`src/rtl/insn_ea_pkg.sv`:
```
package insn_ea_pkg;

  typedef enum logic [1:0] {
    CLS_MEM = 2'b00,
    CLS_REG = 2'b01,
    CLS_IO  = 2'b10
  } insn_cls_e;

  typedef enum logic [1:0] {
    ST_IDLE   = 2'b00,
    ST_DECODE = 2'b01,
    ST_IND_RD = 2'b10,
    ST_DONE   = 2'b11
  } seq_st_e;

endpackage

```
`src/rtl/insn_field_dec.sv`:
```
module insn_field_dec
  import insn_ea_pkg::*;
#(
  parameter int OPC_W  = 3,
  parameter int ADDR_W = 12,
  parameter int WORD_W = 1 + OPC_W + ADDR_W
) (
  input  logic [WORD_W-1:0] word,
  output logic [OPC_W-1:0]  opcode,
  output logic [ADDR_W-1:0] addr,
  output insn_cls_e         cls,
  output logic              need_ind
);

  localparam logic [OPC_W-1:0] OPC_ALL = {OPC_W{1'b1}};

  logic flag;

  always_comb begin
    flag   = word[WORD_W-1];
    opcode = word[WORD_W-2 -: OPC_W];
    addr   = word[ADDR_W-1:0];
    if (opcode != OPC_ALL) begin
      cls = CLS_MEM;
    end else if (flag) begin
      cls = CLS_IO;
    end else begin
      cls = CLS_REG;
    end
    need_ind = (cls == CLS_MEM) && flag;
  end

endmodule

```
`src/rtl/insn_ea_seq.sv`:
```
module insn_ea_seq
  import insn_ea_pkg::*;
(
  input  logic clk,
  input  logic rst_n,
  input  logic start,
  input  logic need_ind,
  output logic ld_ir,
  output logic rd_en,
  output logic commit_dir,
  output logic commit_ind,
  output logic done
);

  seq_st_e st_q, st_d;

  always_comb begin
    st_d       = st_q;
    ld_ir      = 1'b0;
    rd_en      = 1'b0;
    commit_dir = 1'b0;
    commit_ind = 1'b0;
    done       = 1'b0;
    case (st_q)
      ST_IDLE: begin
        if (start) begin
          ld_ir = 1'b1;
          st_d  = ST_DECODE;
        end
      end
      ST_DECODE: begin
        if (need_ind) begin
          rd_en = 1'b1;
          st_d  = ST_IND_RD;
        end else begin
          commit_dir = 1'b1;
          st_d       = ST_DONE;
        end
      end
      ST_IND_RD: begin
        commit_ind = 1'b1;
        st_d       = ST_DONE;
      end
      ST_DONE: begin
        done = 1'b1;
        st_d = ST_IDLE;
      end
      default: st_d = ST_IDLE;
    endcase
  end

  always_ff @(posedge clk or negedge rst_n) begin
    if (!rst_n) begin
      st_q <= ST_IDLE;
    end else begin
      st_q <= st_d;
    end
  end

endmodule

```
`src/rtl/insn_ea_regs.sv`:
```
module insn_ea_regs
  import insn_ea_pkg::*;
#(
  parameter int OPC_W  = 3,
  parameter int ADDR_W = 12,
  parameter int WORD_W = 1 + OPC_W + ADDR_W
) (
  input  logic              clk,
  input  logic              rst_n,
  input  logic              ld_ir,
  input  logic [WORD_W-1:0] insn_word,
  output logic [WORD_W-1:0] ir_q,
  input  logic              commit_dir,
  input  logic              commit_ind,
  input  logic [OPC_W-1:0]  dec_opcode,
  input  insn_cls_e         dec_cls,
  input  logic [ADDR_W-1:0] dec_addr,
  input  logic [ADDR_W-1:0] rd_low,
  output logic [OPC_W-1:0]  opcode_q,
  output logic [1:0]        cls_q,
  output logic [ADDR_W-1:0] ea_q,
  output logic [ADDR_W-1:0] opf_q
);

  logic              res_en;
  logic [OPC_W-1:0]  opcode_d;
  logic [1:0]        cls_d;
  logic [ADDR_W-1:0] ea_d;
  logic [ADDR_W-1:0] opf_d;

  always_comb begin
    res_en   = commit_dir | commit_ind;
    opcode_d = dec_opcode;
    cls_d    = dec_cls;
    if (commit_ind) begin
      ea_d  = rd_low;
      opf_d = '0;
    end else if (dec_cls == CLS_MEM) begin
      ea_d  = dec_addr;
      opf_d = '0;
    end else begin
      ea_d  = '0;
      opf_d = dec_addr;
    end
  end

  always_ff @(posedge clk or negedge rst_n) begin
    if (!rst_n) begin
      ir_q <= '0;
    end else if (ld_ir) begin
      ir_q <= insn_word;
    end
  end

  always_ff @(posedge clk or negedge rst_n) begin
    if (!rst_n) begin
      opcode_q <= '0;
      cls_q    <= '0;
      ea_q     <= '0;
      opf_q    <= '0;
    end else if (res_en) begin
      opcode_q <= opcode_d;
      cls_q    <= cls_d;
      ea_q     <= ea_d;
      opf_q    <= opf_d;
    end
  end

endmodule

```
`src/rtl/insn_ea_unit.sv`:
```
module insn_ea_unit
  import insn_ea_pkg::*;
#(
  parameter int OPC_W  = 3,
  parameter int ADDR_W = 12,
  localparam int WORD_W = 1 + OPC_W + ADDR_W
) (
  input  logic              clk,
  input  logic              rst_n,
  input  logic              start,
  input  logic [WORD_W-1:0] insn_word,
  output logic              mem_rd_en,
  output logic [ADDR_W-1:0] mem_addr,
  input  logic [WORD_W-1:0] mem_rdata,
  output logic [OPC_W-1:0]  opcode_out,
  output logic [1:0]        class_out,
  output logic [ADDR_W-1:0] ea_out,
  output logic [ADDR_W-1:0] op_field,
  output logic              done
);

  logic rst_meta_q, rst_sync_n;

  always_ff @(posedge clk or negedge rst_n) begin
    if (!rst_n) begin
      rst_meta_q <= 1'b0;
      rst_sync_n <= 1'b0;
    end else begin
      rst_meta_q <= 1'b1;
      rst_sync_n <= rst_meta_q;
    end
  end

  logic [WORD_W-1:0] ir_q;
  logic [OPC_W-1:0]  dec_opcode;
  logic [ADDR_W-1:0] dec_addr;
  insn_cls_e         dec_cls;
  logic              need_ind;
  logic              ld_ir, commit_dir, commit_ind;
  logic              unused_rdata_hi;

  assign unused_rdata_hi = ^mem_rdata[WORD_W-1:ADDR_W];

  insn_field_dec #(.OPC_W(OPC_W), .ADDR_W(ADDR_W), .WORD_W(WORD_W)) u_dec (
    .word     (ir_q),
    .opcode   (dec_opcode),
    .addr     (dec_addr),
    .cls      (dec_cls),
    .need_ind (need_ind)
  );

  insn_ea_seq u_seq (
    .clk        (clk),
    .rst_n      (rst_sync_n),
    .start      (start),
    .need_ind   (need_ind),
    .ld_ir      (ld_ir),
    .rd_en      (mem_rd_en),
    .commit_dir (commit_dir),
    .commit_ind (commit_ind),
    .done       (done)
  );

  insn_ea_regs #(.OPC_W(OPC_W), .ADDR_W(ADDR_W), .WORD_W(WORD_W)) u_regs (
    .clk        (clk),
    .rst_n      (rst_sync_n),
    .ld_ir      (ld_ir),
    .insn_word  (insn_word),
    .ir_q       (ir_q),
    .commit_dir (commit_dir),
    .commit_ind (commit_ind),
    .dec_opcode (dec_opcode),
    .dec_cls    (dec_cls),
    .dec_addr   (dec_addr),
    .rd_low     (mem_rdata[ADDR_W-1:0]),
    .opcode_q   (opcode_out),
    .cls_q      (class_out),
    .ea_q       (ea_out),
    .opf_q      (op_field)
  );

  assign mem_addr = dec_addr;

endmodule

```
`config.mk`:
```
export PLATFORM = sky130hd
export DESIGN_NAME = insn_ea_unit
export DESIGN_NICKNAME = d
export VERILOG_FILES = /design/src/rtl/insn_ea_pkg.sv /design/src/rtl/insn_field_dec.sv /design/src/rtl/insn_ea_seq.sv /design/src/rtl/insn_ea_regs.sv /design/src/rtl/insn_ea_unit.sv
export SDC_FILE = /design/constraint.sdc
export NUM_CORES = 1
export LEC_CHECK = 0
export ABC_AREA = 1
export BUFFER_PORTS_ARGS = -buffer_cell sky130_fd_sc_hd__buf_2
export CAP_MARGIN = 25
export CELL_PAD_IN_SITES_DETAIL_PLACEMENT = 0
export CELL_PAD_IN_SITES_GLOBAL_PLACEMENT = 1
export CORE_MARGIN = 4
export CORE_UTILIZATION = 25
export DETAILED_ROUTE_END_ITERATION = 10
export PLACE_DENSITY_LB_ADDON = 0.1
export REMOVE_ABC_BUFFERS = 1
export SKIP_CTS_REPAIR_TIMING = 1
export SLEW_MARGIN = 20
export SYNTH_ARGS = -nofsm -noshare
export SYNTH_HDL_FRONTEND = slang
export SYNTH_HIERARCHICAL = 1
export SYNTH_SLANG_ARGS = --single-unit
```
`constraint.sdc`:
```
create_clock -name clk -period 2 [get_ports clk]
set_input_delay 0.4 -clock clk [delete_from_list [all_inputs] [get_ports clk]]
set_output_delay 0.4 -clock clk [all_outputs]
set_load 0.01 [all_outputs]
```
After elaboration in Yosys (flattened, before gate mapping)
Cells that the tools add are included.
W data, S select, Z words.
{"block": "totals", "reg_bits": 49, "in_bits": 35, "out_inout_bits": 43, "word_cells": 34}
{"block": "op_classes", "n_eq_ne": 5, "n_mux": 17, "n_bitwise": 1, "n_reduce_logical": 3}
{"cell": "$mux W12", "count": 4}
{"cell": "$mux W1", "count": 9}
{"cell": "$pmux W2 S4", "count": 1}
{"cell": "$mux W2", "count": 3}
{"cell": "$eq A2 B2 Y1 const B", "count": 2}
{"cell": "$logic_not A2 Y1", "count": 2}
{"cell": "$ne A3 B3 Y1 const B", "count": 1}
{"cell": "$eq A2 B1 Y1 const B", "count": 1}
{"cell": "$ne A2 B2 Y1 const B", "count": 1}
{"cell": "$logic_and A1 B1 Y1", "count": 1}
{"cell": "$or A1 B1 Y1", "count": 1}

Logic depth before layout (Yosys ltp)
Gate-level depths: netlist of run 1.
{"block": "depth", "depth_word": 7, "ltp_mapped": 11, "ltp_nobuf": 10}

By module
Netlist of run 1, hierarchy kept.
{"module": "insn_ea_regs", "n_inst": 1, "cells_each": 221, "area_each_um2": 1921.8, "seq_area_each_um2": 1126.1}
{"module": "insn_ea_seq", "n_inst": 1, "cells_each": 27, "area_each_um2": 193.9, "seq_area_each_um2": 50.0}
{"module": "insn_field_dec", "n_inst": 1, "cells_each": 21, "area_each_um2": 141.4, "seq_area_each_um2": 0.0}
{"module": "insn_ea_unit", "n_inst": 1, "cells_each": 3, "area_each_um2": 53.8, "seq_area_each_um2": 50.0}

Worst setup path before layout of run 1
OpenSTA, ideal clock, no wires.
{"block": "synth_path", "path_kind": "reg2reg", "from": "register u_seq.st_q[1]", "to": "register u_regs.opf_q[10]", "setup_ns": 0.065, "t_arrival_ns": 1.313, "t_required_ns": 1.935, "path_slack_ns": 0.622, "path_stages_with_launch": 10, "n_path_buf": 1, "period_less_slack_ns": 1.378, "path_cell_list": "dfrtp_1 inv_1 ha_1 nand2_2 inv_1 inv_2 nor2_4 buf_6 nand3_1 nand2_1"}
{"block": "synth_between", "elab_chain_len": 3, "word_cells_on_any_way": 6, "cone_classes": "2 x eq/ne; 3 x mux; 1 x bitwise"}
{"item": "start: declaration", "line_no": "insn_ea_seq.sv:15", "source": "seq_st_e st_q, st_d;"}
{"item": "start signal: assignment", "line_no": "insn_ea_seq.sv:56", "source": "st_q <= st_d;"}
{"item": "$eq A2 B1 Y1", "line_no": "insn_ea_seq.sv:24", "source": "case (st_q)"}
{"item": "$mux W1", "line_no": "insn_ea_seq.sv:24"}
{"item": "via commit_dir", "line_no": "insn_ea_unit.sv:39", "source": "logic ld_ir, commit_dir, commit_ind;"}
{"item": "$or A1 B1 Y1", "line_no": "insn_ea_regs.sv:32", "source": "res_en = commit_dir | commit_ind;"}
{"item": "end signal: assignment", "line_no": "insn_ea_regs.sv:65", "source": "opf_q <= opf_d;"}
{"item": "end: declaration", "line_no": "insn_ea_regs.sv:22", "source": "output logic [ADDR_W-1:0] opf_q"}
The timed path passes the listed nets, and every way through them passes these cells.
A chain may end at the register's enable or synchronous reset.

Worst setup path in the final report of run 1
{"block": "layout_path", "from": "register u_seq.st_q[1]", "to": "output mem_rd_en"}
{"block": "layout_between", "elab_chain_len": 2}
{"item": "$eq A2 B1 Y1", "line_no": "insn_ea_seq.sv:24"}
{"item": "$mux W1", "line_no": "insn_ea_seq.sv:24"}
{"item": "end: declaration", "line_no": "insn_ea_unit.sv:12", "source": "output logic mem_rd_en,"}
No other way between the ends.

==> summary.md, run 1 <==
| Metric | Value |
|---|---|
| Run status | `finished, final reports clean` |
| Clock Latency Late Sink | `approximately 0.30 ns` |
| Fin. max-slew vios | `0` |
| Synthesized cell area | `between 2000 and 2500 µm²` |
| Maximum clock rate | `slightly below 600 MHz` |
| CP delay by family, top | `flip-flops` |
| Yosys cell types | `19` |
| RSZ-0062 raised after global routing | `false` |
| Peak VDD IR | `roughly 0.4 mV` |
| Top cell type's share of synthesized area | `0.5306` |
| Global route overflow | `0` |
| First-pass GRT wire length | `between 9000 and 10000 µm` |
| Routed length per instance | `between 10 and 15 µm` |
| Setup violations, final | `0` |
| Final worst path period share | `0.8412` |
| Number of global-route vias before repair | `1872` |
| Synth cell count leaders | `83 x nand2_1, 49 x dfrtp_1, 40 x inv_1` |
| Vert. Die Dim | `104.1 µm` |
| Clock Root Buffer | `clkbuf_8` |
| Final hold violation count | `0` |
| Row count | `34` |
| Main synth FF type | `dfrtp_1` |
| # diodes | `0` |
| Fill count | `1015` |
| Ports | `slightly below 80` |
| Leakage | `1.654 nW` |
| Synth warnings | `6` |
| Initial antenna violation count | `0` |
| Crit-path slowest cell | `dfrtp_1` |
| Antenna Nets Post-Route | `0` |
| H-tree lvl count | `2` |
| Worst Path Buf+Inv | `3` |
| Critical Path Max Stage Delay | `approximately 0.43 ns` |
| Leading area contributor after synthesis | `dfrtp_1` |
| Most instantiated library cell after synthesis | `nand2_1` |
| Layout area overhead | `22.25%` |
| Slew margin rel. | `0.6128` |
| Routed vias | `1816` |
| CTS Buffer Depth | `2` |
| Num CTS Buffers | `5` |
| First-pass iteration count of the detailed router | `4` |
| Max-Cap Viols | `0` |
| Fin nets | `roughly 370` |
| Mean Syn Cell Area | `between 8 and 9 µm²` |
| Number of synthesized register bits | `49` |
| Hpwl dp | `slightly above 4000 µm` |
| Setup slack, reg-to-reg | `about 0.38 ns` |
| Data arrival time of the worst path | `1.28 ns` |
| CP dominant cell by count | `inv_1` |
| Tot GR Track Use | `0.1107` |
| Via-to-Cell Ratio | `around 4.1` |
| WS Path Type | `flop to output pin` |
| Starting Density | `0.2612` |
| Crit path required time | `1.60 ns` |
| Layout cells sized above 1 | `0.2925` |
| Full die area | `10850 µm²` |
| Synth top area cells | `dfrtp_1 53%, nand2_1 13%, inv_1 6.5%` |
| # DRC | `0` |
| Number of DRC markers in iteration 0 | `39` |
| Critical Path End Type | `output pin` |
| Total power | `roughly 4.1 mW` |
| Worst-Margin Slew | `a little under 0.6 ns` |
| CTS tree | `done` |
| Die X | `roughly 100 µm` |
| Pwr dens | `approximately 1400 nW/µm²` |
| Max Clock Skew | `between 0.005 and 0.006 ns` |
| RD Place Congestion | `0.6956` |
| Area of the core | `about 8800 µm²` |
| CP startpoint kind | `flop` |
| Fin cells | `between 400 and 500` |
| Register area share after synthesis | `0.5306` |
| Asr flop ratio synth | `1.000` |
| Gate Count Post-Synth | `272` |
| Port bufs | `73` |
| Routed WL | `5874 µm` |
| Setup TNS Final | `0 ns` |
| Crit path max fanout | `4` |
| Largest net degree at the start of global routing | `32` |
| Hold WC Path Type | `flop to async pin` |
| Clock transition at the registers of the reported paths | `roughly 0.09 ns` |
| Min Tclk post-route | `about 1.7 ns` |
| Number of enable flip-flop cells after synthesis | `0` |
| CTS Sinks | `about 50` |
| DP Cell Count | `between 400 and 500` |
| Critical-path cell list | `inv_1 > ha_1 > nand2_1 > inv_1 > buf_2` |
[area by class of cell]
cell class,count,area (µm²),area share
clock buffers,7,96.34,0.03410
clock inverters,1,5.005,0.001771
inverters,41,153.9,0.05447
multi-input cells,155,734.5,0.2600
flip-flops and latches,49,1227,0.4345
well taps,108,135.1,0.04783
repair buffers,82,473.0,0.1674
[placed cells by master (no fill, tap or decap)]
cell	Yosys	routed
inv_1	40	40
clkbuf_8	0	7
nor2_4	2	2
clkinv_2	0	1
dfrtp_1	49	48
o21ai_0	19	19
buf_4	15	5
nand3_2	3	3
nand3_1	22	22
ha_1	5	5
o21ai_1	3	3
dlygate4sd3_1	0	1
buf_12	0	3
buf_2	4	73
conb_1	1	1
a21oi_1	12	12
dfrtp_2	0	1
nand2_1	83	83
nand2_2	2	2
nor2_1	3	3
inv_2	1	1
[report_power, final]
group / total [mW] / leakage [nW] / switching (mW) / internal [mW]
registers: 1.63 / 0.624 / 0.278 / 1.35
clock network: 0.662 / 0.0542 / 0.349 / 0.314
logic: 1.80 / 0.975 / 1.10 / 0.695
total: 4.09 / 1.65 / 1.73 / 2.36
[kinds of logic (layout without fill, tap and decap cells)]
| logic type | after synthesis | after routing | share of synthesized area |
|---|---|---|---|
| other cells | 1 | 1 | 0.001623 |
| buf+inv | 68 | 131 | 0.1516 |
| fa+ha+maj | 5 | 5 | 0.02707 |
| simple gates | 115 | 115 | 0.2155 |
| compound gates | 34 | 34 | 0.07363 |
| flops | 49 | 49 | 0.5306 |
[state kept, by name, summed over array words and instances (netlist names)]
name / cells
rst_sync_n: 1
u_regs/opf_q: 12
u_regs/opcode_q: 3
u_seq/st_q: 2
u_regs/ir_q: 16
u_regs/ea_q: 12
rst_meta_q: 1
u_regs/cls_q: 2
[metrics by stage]
stage	hold WS (ns)	cell area (µm²)	worst slack [ns]	utilization
after global routing	0.2921	2825	0.2039	0.3193
after global placement	0.1893	2706	0.2523	0.3059
after floorplan	0.1044	2115	0.4661	-
final	0.2758	2825	0.3176	0.3193
after detailed placement	0.1934	2706	0.1988	0.3059
after CTS	-0.1452	2808	0.1640	0.3173
[worst register-to-register path, delay by kind of cell (launching register included)]
family	cells	cell delay [ns]
and+or+nand+nor	4	0.36
adders and majority gates	1	0.20
DFF	1	0.43
buffers and inverters	4	0.58
[routing by layer]
layer | up-vias | track usage | part of all wire
met5 | - | 0 | 0
met4 | 0 | 0.03704 | 0.015
met3 | 6 | 0.03166 | 0.055
met2 | 46 | 0.1862 | 0.46
met1 | 826 | 0.1360 | 0.47
li1 | 938 | - | -
[worst paths after layout]
| check | start | to | cells past startpoint |
|---|---|---|---|
| min in group clk | insn_word[8] | u_regs/ir_q[8] | 3 |
| max reg2reg | u_seq/st_q[1] | u_regs/ea_q[5] | 9 |
| min reg2reg | rst_sync_n | u_regs/ir_q[0] | 0 |
| max in group asynchronous | rst_sync_n | u_regs/opf_q[8] | 1 |
| max | u_seq/st_q[1] | mem_rd_en | 5 |
| min | rst_sync_n | u_regs/ir_q[0] | 0 |
Power figures use the tool's default switching activity.
==> run 2, diff against run 1 <==
- clock period: 2 -> 1.6 ns (I/O delays scaled with it)
==> summary.md, run 2 (synthesis results as in run 1) <==
| Metric | Value |
|---|---|
| Run status | `finished, final reports clean` |
| Setup slack after layout | `0.1137 ns (-0.2039 ns)` |
| Fin cells | `453 (+2.3%)` |
| Row count | `34 (unchanged)` |
| Peak VDD IR | `0.5204 mV (+31%)` |
| Slew margin rel. | `0.5873 (-0.02553)` |
| Hold Path Depth | `3` |
| RSZ-0062 raised after global routing | `false` |
| Biggest register | `u_regs/ir_q` |
| Reg-to-reg critical path startpoint | `u_regs/ir_q[15]` |
| Crit path required time | `1.28 ns (-0.32 ns)` |
| Crit-path slowest cell | `dfrtp_1` |
| Crit. path cell count | `5 (unchanged)` |
| Final hold violation count | `0 (unchanged)` |
| Pwr dens | `1793 nW/µm² (+24%)` |
| First-pass iteration count of the detailed router | `4 (unchanged)` |
| Port bufs | `73 (unchanged)` |
| Min-delay src | `insn_word[8]` |
| CTS Sinks | `49 (unchanged)` |
| Worst Path Buf+Inv | `3 (unchanged)` |
| Worst R2R Path Depth | `11 (+2)` |
| Dpl ws | `-0.1390 ns (-0.3378 ns)` |
| Crit path max fanout | `4 (unchanged)` |
| CP startpoint kind | `flop` |
| WS Path Type | `flop to output pin` |
| Clock Root Buffer | `clkbuf_8` |
| Final worst path period share | `0.9289` |
| Routed vias | `1836 (+1.1%)` |
| Post-layout util | `0.3290 (+0.009757)` |
| Critical Path End Type | `output pin` |
| Worst Hold End | `u_regs/ir_q[8]` |
| CTS tree | `done` |
| Routed length per instance | `12.59 µm (-5.0%)` |
| Global route overflow | `0 (unchanged)` |
| Max FFs per register | `16 (unchanged)` |
| Hold WC Path Type | `input port to flop` |
| Area of the multi-input gates | `745.7 µm² (+1.5%)` |
| Max-Cap Viols | `0 (unchanged)` |
| Antenna Nets Post-Route | `0 (unchanged)` |
| RD Place Congestion | `0.6852 (-1.5%)` |
| Full die area | `10850 µm² (unchanged)` |
| Maximum clock rate | `approximately 670 MHz` |
| # diodes | `0 (unchanged)` |
| Leading cell type in the layout, fill and taps excluded | `nand2_1` |
| Via-to-Cell Ratio | `4.053 (-1.1%)` |
| Fill count | `982 (-3.3%)` |
| Clock Latency Late Sink | `0.29 ns (about the same)` |
| Top flop regs | `u_regs/ir_q: 16 flops, u_regs/ea_q: 12 flops, u_regs/opf_q: 12 flops` |
| Tot GR Track Use | `0.1066 (-0.004090)` |
| Routed WL | `5705 µm (-2.9%)` |
| Layout cells sized above 1 | `0.3304 (+0.03790)` |
| DP Cell Count | `442 (+2.1%)` |
| Clock transition at the registers of the reported paths | `0.09 ns (about the same)` |
| Min Tclk post-route | `~1.5 ns` |
| Critical-path cell list | `inv_2 > ha_2 > nand2_1 > inv_1 > buf_2` |
| First-pass GRT wire length | `9315 µm (-2.9%)` |
| Data arrival time of the worst path | `1.17 ns (-0.11 ns)` |
| Number of global-route vias before repair | `1815 (-3.0%)` |
| Register Area | `1227 µm² (unchanged)` |
| Starting Density | `0.2612 (unchanged)` |
| Initial antenna violation count | `0 (unchanged)` |
| Setup violations, final | `0 (unchanged)` |
| Num CTS Buffers | `5 (unchanged)` |
| # DRC | `0 (unchanged)` |
| Layout area overhead | `25.99%` |
| Area of the core | `8848 µm² (unchanged)` |
| Most frequent cells in the layout | `83 x nand2_1, 73 x buf_2, 48 x dfrtp_1` |
| Max Clock Skew | `0.004075 ns (-0.001788 ns)` |
| CP delay by family, top | `flip-flops` |
| Number of DRC markers in iteration 0 | `36 (-7.7%)` |
| Setup slack, reg-to-reg | `0.16 ns (-0.22 ns)` |
| R2R Path End | `u_regs/ea_q[5]` |
| H-tree lvl count | `2 (unchanged)` |
| Critical Path Max Stage Delay | `0.42 ns (about the same)` |
| Setup TNS Final | `0 ns (unchanged)` |
| Vert. Die Dim | `104.1 µm (unchanged)` |
| Hpwl dp | `4016 µm (-2.8%)` |
| Largest net degree at the start of global routing | `48 (+50%)` |
| Worst-Margin Slew | `0.6184 ns (+0.03763 ns)` |
| Fin. max-slew vios | `0 (unchanged)` |
| CTS Buffer Depth | `2 (unchanged)` |
| Ports | `78 (unchanged)` |
| Die X | `104.1 µm (unchanged)` |
| Leakage | `1.701 nW (+2.8%)` |
| Fin nets | `384 (+2.7%)` |
[run 2: cell count changes in the layout (fill, tap and decap cells not counted), moves of 2 or more]
cell	before	now
ha_1	5	3
inv_2	1	3
buf_4	5	15
inv_1	40	38
ha_2	0	2
[run 2: area by class of cell]
type | count | share of cell area
clock inverter | 1 | 0.001719
sequential | 49 | 0.4216
tap | 108 | 0.04641
timing repair buffer | 92 | 0.1882
multi-input combinational | 155 | 0.2561
inverter | 41 | 0.05286
clock buffer | 7 | 0.03309
[run 2: worst max path at each step]
stage / from / to
finish: u_seq/st_q[1] / mem_rd_en
global route: u_regs/ir_q[15] / u_regs/ea_q[8]
CTS: u_regs/ir_q[13] / u_regs/ea_q[5]
detailed placement: u_regs/ir_q[13] / u_regs/ea_q[5]
global placement: u_regs/ir_q[13] / u_regs/ea_q[5]
floorplan: u_seq/st_q[0] / u_regs/ea_q[0]
[run 2: where the power goes]
| group | internal [mW] | switching (mW) | total (mW) | leakage (nW) |
|---|---|---|---|---|
| combinational | 0.992 | 1.41 | 2.41 | 1.02 |
| clock | 0.392 | 0.399 | 0.790 | 0.0542 |
| sequential | 1.69 | 0.332 | 2.03 | 0.624 |
| total | 3.08 | 2.15 | 5.22 | 1.70 |
[run 2: through the flow]
stage / instance area, µm² / total power, mW / hold slack [ns]
global placement: 2774 / 4.460 / 0.1056
finish: 2912 / 5.221 / 0.2306
CTS: 2875 / 5.300 / -0.2186
global route: 2912 / 5.736 / 0.2199
floorplan: 2115 / 3.288 / 0.02441
detailed placement: 2774 / 4.475 / 0.1092
[run 2: metal layers]
| metal | global-route usage | up-vias | part of all wire |
|---|---|---|---|
| li1 | - | 959 | - |
| met1 | 0.1353 | 836 | 0.45 |
| met2 | 0.1801 | 39 | 0.49 |
| met3 | 0.02545 | 2 | 0.051 |
| met4 | 0.03134 | 0 | 0.0072 |
| met5 | 0 | - | 0 |
[run 2: tightest hold or removal path, cell delays in order]
cell	delay, ns
buf_2	0.08
nand2_1	0.04
o21ai_0	0.05
==> run 3, diff against run 2 <==
- CORE_ASPECT_RATIO: default -> 0.6
==> summary.md, run 3 (synthesis results as in run 1) <==
| Metric | Value |
|---|---|
| Clock Latency Late Sink | `0.29 ns (about the same)` |
| Routed length per instance | `13.79 µm (+9.5%)` |
| Worst-Margin Slew | `0.6160 ns (-0.002445 ns)` |
| Hold Path Depth | `3 (unchanged)` |
| Slew margin rel. | `0.5889 (+0.001632)` |
| # DRC | `0 (unchanged)` |
| Number of DRC markers in iteration 0 | `77 (+110%)` |
| Port bufs | `73 (unchanged)` |
| Max FFs per register | `16 (unchanged)` |
| Fin nets | `379 (-1.3%)` |
| Fin cells | `452 (-0.22%)` |
| Num CTS Buffers | `5 (unchanged)` |
| CP delay by family, top | `flip-flops` |
| RSZ-0062 raised after global routing | `false` |
| Pwr dens | `1961 nW/µm² (+9.3%)` |
| Clock transition at the registers of the reported paths | `0.07 ns (-0.02 ns)` |
| Register Area | `1227 µm² (unchanged)` |
| DP Cell Count | `443 (+0.23%)` |
| Ports | `78 (unchanged)` |
| Antenna Nets Post-Route | `0 (unchanged)` |
| GR peak layer | `met1` |
| Crit-path slowest cell | `dfrtp_1` |
| Hold WC Path Type | `input port to flop` |
| Post-placement cell area | `2769 µm² (-0.18%)` |
| Critical-path cell list | `inv_1 > ha_2 > nand2_1 > inv_1 > buf_2` |
| RD Place Congestion | `0.6809 (-0.63%)` |
| Met2 Resource Use GR | `0.1631 (-0.01704)` |
| Fill count | `917 (-6.6%)` |
| CTS tree | `done` |
| Peak VDD IR | `0.5883 mV (+13%)` |
| Maximum clock rate | `653.9 MHz (-2.8%)` |
| Crit path required time | `1.28 ns (about the same)` |
| Final Instance Area | `2977 µm² (+2.2%)` |
| Max-Cap Viols | `0 (unchanged)` |
| Worst R2R Path Depth | `6 (-5)` |
| Layout area overhead | `28.80%` |
| Global Route met1 Usage | `0.1776 (+0.04232)` |
| Area of the multi-input gates | `742.0 µm² (-0.50%)` |
| Vert. Die Dim | `82.48 µm (-21%)` |
| Critical Path Max Stage Delay | `0.41 ns (about the same)` |
| Run status | `finished, final reports clean` |
| Tot GR Track Use | `0.1199 (+0.01332)` |
| Crit path max fanout | `4 (unchanged)` |
| Most frequent cells in the layout | `83 x nand2_1, 73 x buf_2, 48 x dfrtp_1` |
| Top flop regs | `u_regs/ir_q: 16 flops, u_regs/ea_q: 12 flops, u_regs/opf_q: 12 flops` |
| Routed vias | `1830 (-0.33%)` |
| Full die area | `10900 µm² (+0.46%)` |
| Worst Path Buf+Inv | `3 (unchanged)` |
| Global route overflow | `0 (unchanged)` |
| Layout cells sized above 1 | `0.3147 (-0.01573)` |
| Setup violations, final | `0 (unchanged)` |
| Final hold violation count | `0 (unchanged)` |
| WHS | `0.2325 ns (+0.001847 ns)` |
| Fin. max-slew vios | `0 (unchanged)` |
| # diodes | `0 (unchanged)` |
| Clock Root Buffer | `clkbuf_16` |
| Initial antenna violation count | `0 (unchanged)` |
| Setup TNS Final | `0 ns (unchanged)` |
| Starting Density | `0.2641 (+0.002913)` |
| WS Path Type | `flop to output pin` |
| Largest net degree at the start of global routing | `33 (-31%)` |
| CTS Buffer Depth | `2 (unchanged)` |
| Data arrival time of the worst path | `1.21 ns (+0.04 ns)` |
| Crit path from | `u_seq/st_q[1]` |
| Biggest register | `u_regs/ir_q` |
| Final worst path period share | `0.9557 (+0.02682)` |
| CP dominant cell by count | `inv_1` |
| CP startpoint kind | `flop` |
| First-pass iteration count of the detailed router | `4 (unchanged)` |
| Die X | `132.1 µm (+27%)` |
| Critical Path End Type | `output pin` |
| Crit. path cell count | `5 (unchanged)` |
| Min Tclk post-route | `1.529 ns (+0.04292 ns)` |
| First-pass GRT wire length | `9880 µm (+6.1%)` |
| Hpwl dp | `4373 µm (+8.9%)` |
| Via-to-Cell Ratio | `4.049 (-0.11%)` |
| Row count | `26 (-24%)` |
| Met3 usage | `0.04419 (+0.01874)` |
| Min-delay src | `insn_word[11]` |
| Area of the core | `8751 µm² (-1.1%)` |
| CTS Sinks | `49 (unchanged)` |
| Total power | `5.837 mW (+12%)` |
| Number of global-route vias before repair | `1807 (-0.44%)` |
| H-tree lvl count | `2 (unchanged)` |
| Routed WL | `6232 µm (+9.2%)` |
| Reg-to-reg critical path startpoint | `u_seq/st_q[0]` |
| Leading cell type in the layout, fill and taps excluded | `nand2_1` |
| Leakage | `1.718 nW (+0.99%)` |
| Max Clock Skew | `0.005297 ns (+0.001221 ns)` |
-- run 3: cell types whose count changed in the layout (fill, tap and decap cells not counted), sizes merged --
| cell | change |
|---|---|
| buf | -5 |
| bufinv | +2 |
| clkbuf | -2 |
-- run 3: final timing paths --
| path | to | slack, ns |
|---|---|---|
| setup / recovery | mem_rd_en | 0.07 |
| hold / removal | u_regs/ir_q[11] | 0.23 |
| setup reg to reg | u_regs/ea_q[9] | 0.15 |
| hold reg to reg | u_regs/ir_q[5] | 0.25 |
| max in group asynchronous | u_seq/st_q[1] | 0.82 |
| min in group asynchronous | u_regs/ir_q[5] | 0.25 |
-- run 3: worst min-delay path, cell delays in order --
cell	delay (ns)
buf_2	0.08
nand2_1	0.04
o21ai_0	0.05
-- run 3: final cells by class --
cell class	count	share of cell area
flip-flops and latches	49	0.4124
multi-input cells	155	0.2493
repair buffers	87	0.1757
inverters	41	0.05170
well taps	112	0.04708
clock buffers	5	0.04203
clock inverters	3	0.02186
-- run 3: metal layers --
metal / wire (µm) / part of all wire / vias up
met5: 0 / 0 / -
met4: 44 / 0.0071 / 0
met3: 472 / 0.076 / 5
met2: 2366 / 0.38 / 55
met1: 3348 / 0.54 / 824
li1: - / - / 946
-- run 3: where the power goes --
group | internal, mW | total [mW] | switching (mW) | leakage [nW]
Combinational | 0.987 | 2.43 | 1.44 | 1.00
Sequential | 1.70 | 2.05 | 0.352 | 0.624
Clock | 0.893 | 1.36 | 0.470 | 0.0938
Total | 3.58 | 5.84 | 2.26 | 1.72
-- run 3: stage by stage --
step | util | setup slack, ns
2_1_floorplan | - | 0.06611
3_3_place_gp | 0.3164 | -0.1005
3_5_place_dp | 0.3164 | -0.1571
4_1_cts | 0.3381 | -0.1305
5_1_grt | 0.3401 | 0.004488
6_report | 0.3401 | 0.07081
